[config.mk]
export PLATFORM = sky130hd
export DESIGN_NAME = subcarrier_bit_rx
export DESIGN_NICKNAME = d
export VERILOG_FILES = /design/src/rtl/sbr_pkg.sv /design/src/rtl/sbr_sync.sv /design/src/rtl/sbr_timebase.sv /design/src/rtl/sbr_edge_counter.sv /design/src/rtl/subcarrier_bit_rx.sv
export SDC_FILE = /design/constraint.sdc
export NUM_CORES = 1
export LEC_CHECK = 0
export CAP_MARGIN = 0
export CORE_MARGIN = 5
export CORE_UTILIZATION = 51
export DETAILED_ROUTE_END_ITERATION = 10
export PLACE_DENSITY = 0.76
export SLEW_MARGIN = 40
export SYNTH_ARGS = -nofsm -noshare
export SYNTH_HDL_FRONTEND = slang
export SYNTH_SLANG_ARGS = --single-unit
[constraint.sdc]
create_clock -name clk -period 2.95 [get_ports clk]
set_input_delay 0.59 -clock clk [delete_from_list [all_inputs] [get_ports clk]]
set_output_delay 0.59 -clock clk [all_outputs]
set_load 0.03 [all_outputs]
[src/rtl/sbr_pkg.sv]
package sbr_pkg;

  typedef enum logic [1:0] {
    RX_IDLE = 2'd0,
    RX_LEAD = 2'd1,
    RX_WIN  = 2'd2
  } rx_state_e;

  // Length actually received for a request.
  function automatic int clamp_len(int req, int cap);
    return (req > cap) ? cap : req;
  endfunction

  // Window decision: strictly inside the subcarrier band.
  function automatic logic in_band(int cnt, int lo, int hi);
    return (cnt > lo) && (cnt < hi);
  endfunction

endpackage

[src/rtl/sbr_sync.sv]
module sbr_sync (
  input  logic clk,
  input  logic rst_n,
  input  logic async_in,
  output logic edge_pulse
);
  logic meta_q, sync_q, prev_q;

  always_ff @(posedge clk) begin
    if (!rst_n) begin
      meta_q <= 1'b0;
      sync_q <= 1'b0;
      prev_q <= 1'b0;
    end else begin
      meta_q <= async_in;
      sync_q <= meta_q;
      prev_q <= sync_q;
    end
  end

  assign edge_pulse = sync_q ^ prev_q;
endmodule

[src/rtl/sbr_timebase.sv]
module sbr_timebase #(
  parameter int CLK_PER_TICK = 32,
  parameter int LEAD_TICKS   = 490,
  parameter int WIN_TICKS    = 150
) (
  input  logic clk,
  input  logic rst_n,
  input  logic restart,
  input  logic run,
  input  logic in_win,
  output logic lead_done,
  output logic win_end
);
  localparam int PW   = (CLK_PER_TICK > 1) ? $clog2(CLK_PER_TICK) : 1;
  localparam int TMAX = (LEAD_TICKS > WIN_TICKS) ? LEAD_TICKS : WIN_TICKS;
  localparam int TW   = $clog2(TMAX + 1);

  logic [PW-1:0] presc_q;
  logic [TW-1:0] ticks_q;
  logic          tick_stb;

  assign tick_stb  = run && (presc_q == PW'(CLK_PER_TICK - 1));
  assign lead_done = tick_stb && !in_win && (ticks_q == TW'(LEAD_TICKS - 1));
  assign win_end   = tick_stb &&  in_win && (ticks_q == TW'(WIN_TICKS - 1));

  always_ff @(posedge clk) begin
    if (!rst_n || restart || !run) begin
      presc_q <= '0;
      ticks_q <= '0;
    end else begin
      presc_q <= tick_stb ? '0 : presc_q + PW'(1);
      if (lead_done || win_end)
        ticks_q <= '0;
      else if (tick_stb)
        ticks_q <= ticks_q + TW'(1);
    end
  end
endmodule

[src/rtl/sbr_edge_counter.sv]
module sbr_edge_counter #(
  parameter int W = 7
) (
  input  logic         clk,
  input  logic         rst_n,
  input  logic         clear,
  input  logic         count_en,
  output logic [W-1:0] cnt,
  output logic [W-1:0] cnt_incl
);
  // Saturating increment: stops at all-ones.
  assign cnt_incl = (count_en && (cnt != {W{1'b1}})) ? cnt + W'(1) : cnt;

  always_ff @(posedge clk) begin
    if (!rst_n || clear)
      cnt <= '0;
    else
      cnt <= cnt_incl;
  end
endmodule

[src/rtl/subcarrier_bit_rx.sv]
module subcarrier_bit_rx
  import sbr_pkg::*;
#(
  parameter int CLK_PER_TICK = 32,
  parameter int LEAD_TICKS   = 490,
  parameter int WIN_TICKS    = 150,
  parameter int EDGE_LO      = 20,
  parameter int EDGE_HI      = 60,
  parameter int MAX_BITS     = 16,
  parameter int REQ_W        = 5,
  localparam int BITS_W      = $clog2(MAX_BITS + 1)
) (
  input  logic                clk,
  input  logic                rst_n,
  input  logic                line_async,
  input  logic                start,
  input  logic [REQ_W-1:0]    bits_req,
  input  logic                decrypt_en,
  input  logic [MAX_BITS-1:0] keystream,
  output logic [MAX_BITS-1:0] rx_data,
  output logic [BITS_W-1:0]   rx_bits,
  output logic                rx_done
);
  localparam int IDX_W  = (MAX_BITS > 1) ? $clog2(MAX_BITS) : 1;
  localparam int EDGE_W = $clog2(EDGE_HI + 1) + 1;

  rx_state_e             state_q;
  logic [BITS_W-1:0]     len_q, len_now;
  logic [MAX_BITS-1:0]   ks_q, len_mask;
  logic [MAX_BITS-1:0]   shreg_q, shreg_nx;
  logic [IDX_W-1:0]      idx_q;

  // Named internal events (observed by the bound checker).
  logic              edge_seen;
  logic              lead_done;
  logic              win_end;
  logic              in_win;
  logic              bit_val;
  logic [EDGE_W-1:0] edge_cnt, edge_cnt_incl;

  assign in_win  = (state_q == RX_WIN);
  assign len_now = BITS_W'(clamp_len(int'(bits_req), MAX_BITS));
  assign bit_val = in_band(int'(edge_cnt_incl), EDGE_LO, EDGE_HI);

  always_comb begin
    for (int i = 0; i < MAX_BITS; i++)
      len_mask[i] = (i < int'(len_now));
  end

  always_comb begin
    shreg_nx        = shreg_q;
    shreg_nx[idx_q] = bit_val;
  end

  sbr_sync u_sync (
    .clk        (clk),
    .rst_n      (rst_n),
    .async_in   (line_async),
    .edge_pulse (edge_seen)
  );

  sbr_timebase #(
    .CLK_PER_TICK (CLK_PER_TICK),
    .LEAD_TICKS   (LEAD_TICKS),
    .WIN_TICKS    (WIN_TICKS)
  ) u_timebase (
    .clk       (clk),
    .rst_n     (rst_n),
    .restart   (start),
    .run       (state_q != RX_IDLE),
    .in_win    (in_win),
    .lead_done (lead_done),
    .win_end   (win_end)
  );

  sbr_edge_counter #(
    .W (EDGE_W)
  ) u_edges (
    .clk      (clk),
    .rst_n    (rst_n),
    .clear    (start || lead_done || win_end),
    .count_en (in_win && edge_seen),
    .cnt      (edge_cnt),
    .cnt_incl (edge_cnt_incl)
  );

  always_ff @(posedge clk) begin
    if (!rst_n) begin
      state_q <= RX_IDLE;
      len_q   <= '0;
      ks_q    <= '0;
      idx_q   <= '0;
      shreg_q <= '0;
      rx_data <= '0;
      rx_bits <= '0;
      rx_done <= 1'b0;
    end else begin
      rx_done <= 1'b0;
      if (start) begin
        len_q   <= len_now;
        ks_q    <= decrypt_en ? (keystream & len_mask) : '0;
        idx_q   <= '0;
        shreg_q <= '0;
        if (len_now == '0) begin
          rx_data <= '0;
          rx_bits <= '0;
          rx_done <= 1'b1;
          state_q <= RX_IDLE;
        end else begin
          state_q <= RX_LEAD;
        end
      end else begin
        case (state_q)
          RX_LEAD: if (lead_done) state_q <= RX_WIN;
          RX_WIN: begin
            if (win_end) begin
              shreg_q <= shreg_nx;
              if (BITS_W'(idx_q) + BITS_W'(1) == len_q) begin
                rx_data <= shreg_nx ^ ks_q;
                rx_bits <= len_q;
                rx_done <= 1'b1;
                state_q <= RX_IDLE;
              end else begin
                idx_q <= idx_q + IDX_W'(1);
              end
            end
          end
          default: state_q <= RX_IDLE;
        endcase
      end
    end
  end
endmodule

==> flow_summary.toml <==
[placement]
routabilityCongestion = 0.8881
port_buffers = 47
dp_hpwl_um = 7634

[power]
p_leak_uw = 0.001876
p_total_uw = 2375
cellPowerDensity_mw_per_mm2 = 455.2
ir_drop_v = 0.0002533

[routing]
wl_per_cell_um = 15.64
routed_wirelength_um = 10260
vias = 3757
drt_first_pass_iters = 4
routed_via_density = 5.727
ant_nets = 0
drc = 0
first_iter_violations = 155

[cts]
clk_pin_slew_ps = 90
cts_hold_buf = 0
postCtsSetupBuffers = 0
cts_root_buffer = "clkbuf_8"
tritoncts = "built"
numCtsBuffers = 9
clockBufferDepth = 2
clock_sinks = 89
clkLatencyLatePin_ps = 360
cts.htree.levels = 3

[worst_setup_path]
crit_fanout = 17
cp-start-kind = "register"
r2r-start = "u_edges.cnt[1]$_SDFF_PP0_"
rr_worst_depth = 10
critPathLaunch = "u_edges.cnt[1]$_SDFF_PP0_"
worst-setup-path-type = "reg2reg"
crit_path_end_kind = "register"
worst_ep_arrival_time_ps = 2950
worstPathRequired_ps = 3200

[sta]
maxSlewHeadroom_pct = 61.43
max_freq_mhz = 369.4
worst_pin_slew_ps = 577.3
report.final.slew_viol_count = 0
rsz0062_at_grt = "no"
post-route-period-util_pct = 91.75
setup_viol = 0
fin_crit_ps = 2707
tns_ps = 0
clock_skew_ps = 9.119
hold_violations = 0

[layout]
drive_above_1_share_pct = 9.437
num_antenna_cells = 0
final_nets = 581
mostFrequentLayoutCell = "dfxtp_1"
syn2layout_area_growth_pct = 20.98
final_cell_mix = "88 x dfxtp_1, 61 x nand2_1, 53 x nor2_1, 47 x clkdlybuf4s50_1"

[die]
rows = 33
fp.dieW_um = 101.9
start_util_pct = 52.47
die_h_um = 101.9
dieArea_mm2 = 0.01039
core_mm2 = 0.008217
pin_count = 48

[yosys]
ys_types = 53
synth-compound-area-share_pct = 16.74
synth-simple-area-share_pct = 22.29
async_flop_share_pct = 0
syn_inst = 498
synth-seq-cells = 89
synth_top_family_by_area = "simple AND/OR/NAND/NOR gates"
ys.flop_type = "dfxtp_1"
synth_area_mm2 = 0.004312
synth_fa_ha_area_share_pct = 2.612
synth.area.mux_share_pct = 5.165
synth_xor_area_share_pct = 7.719
synth_edf_count = 0
ys_seq_area_share_pct = 41.32
yosysWarnings = 0
syn_nets = 533
synth.avg_cell_area_um2 = 8.658

[grt]
grt_start_max_net_pins = 21
antenna_found_initial = 0
track_usage_pct = 20.51
grt_pass1_vias = 3624
gr-total-overflow = 0
grt_pass1_wl_um = 17070

[outcome]
outcome = "finished clean"

[worst_hold_path]
hp-start = "u_sync.meta_q$_SDFF_PN0_"
hp-class = "reg2reg"
min_path_cells = 1

[flow_run]
cap_viol_max_count = 0
==> final cells by class <==
class | instances | area, um^2
well taps | 105 | 131.4
multi-input cells | 370 | 2400
repair buffers | 68 | 628.1
clock inverters | 5 | 102.6
flip-flops and latches | 89 | 1783
clock buffers | 11 | 141.4
inverters | 8 | 30.03
fillers | 710 | 3000
==> path summary, 6_finish.rpt <==
check / endpoint / slack (ps)
setup reg to reg: rx_data[7]$_SDFFE_PN0P_ / 240
hold / removal: u_sync.sync_q$_SDFF_PN0_ / 440
setup / recovery: rx_data[7]$_SDFFE_PN0P_ / 240
hold reg to reg: u_sync.sync_q$_SDFF_PN0_ / 440
==> critical path, cell delays in order (launching register included) <==
cell	delay (ps)
dfxtp_1	400
ha_2	270
nand4_1	180
o211ai_1	280
mux2_2	380
o41ai_2	240
o21ai_1	90
buf_4	210
a41oi_1	300
xnor2_1	160
o21ai_1	80
==> state kept, by name, summed over array words and instances (netlist names), 2 cells and up <==
| signal | count |
|---|---|
| idx_q | 4 |
| state_q | 2 |
| rx_bits | 5 |
| len_q | 5 |
| u_timebase.presc_q | 5 |
| u_edges.cnt | 7 |
| shreg_q | 16 |
| ks_q | 16 |
| rx_data | 16 |
| u_timebase.ticks_q | 9 |
==> metal layers <==
| metal | vias to the layer above | GRT usage [%] | part of all wire, % |
|---|---|---|---|
| met1 | 1757 | 25.77 | 44 |
| met2 | 128 | 34.71 | 48 |
| met4 | 0 | 6.761 | 1.9 |
| li1 | 1851 | - | - |
| met5 | - | 0 | 0 |
| met3 | 21 | 4.915 | 7.0 |
==> cells in the mapped netlist (5+ instances only) <==
library cell / instances / area, um^2
o21ai_0: 13 / 65.06
and2_1: 9 / 56.30
a21oi_1: 26 / 130.1
nand4_1: 11 / 68.82
a32o_1: 9 / 90.09
mux2i_1: 20 / 200.2
nand2b_1: 7 / 43.79
xor2_1: 12 / 105.1
nor3_1: 8 / 40.04
nand2_1: 62 / 232.7
dfxtp_1: 89 / 1782
nor2b_1: 13 / 81.33
and3_1: 5 / 31.28
inv_1: 7 / 26.28
ha_1: 9 / 112.6
clkbuf_1: 22 / 82.58
nor2_1: 53 / 198.9
nand3_1: 14 / 70.07
xnor2_1: 26 / 227.7
a21boi_0: 9 / 67.56
a41oi_1: 16 / 140.1
o21ai_1: 11 / 55.05
==> cell families (layout without fill, tap and decap cells) <==
logic type,after synthesis,count (layout)
buf+inv,39,92
simple gates,198,198
fa+ha+maj,9,9
flops,89,89
xor+xnor,38,38
compound gates,103,103
mux,22,22
==> metrics by stage <==
step / setup slack [ps] / hold WS [ps] / cells / area (um^2) / utilization [%]
floorplan: 175.3 / 411.9 / 498 / 4312 / -
global placement: 153.6 / 415.4 / 640 / 4922 / 59.91
detailed placement: 4.822 / 424.2 / 640 / 4922 / 59.91
CTS: 36.23 / 446.9 / 656 / 5170 / 62.92
global route: 6.451 / 475.4 / 656 / 5216 / 63.48
finish: 243.2 / 440.5 / 656 / 5216 / 63.48
==> power by group <==
group / leakage [uW] / internal, uW / total (uW) / switching [uW]
combinational: 0.00104 / 66.4 / 128 / 61.1
clock: 0.000120 / 585 / 1020 / 438
sequential: 0.000720 / 1210 / 1220 / 10.5
total: 0.00188 / 1860 / 2370 / 510
==> repair_timing <==
action / 4_1_cts / 5_1_grt
endpoints found under the setup margin: 7 / 32
endpoints found under the hold margin: 0 / 0
resized for setup: 2 / 8
cloned: 0 / 0
pin swaps: 0 / 1
Power figures use the tool's default switching activity.
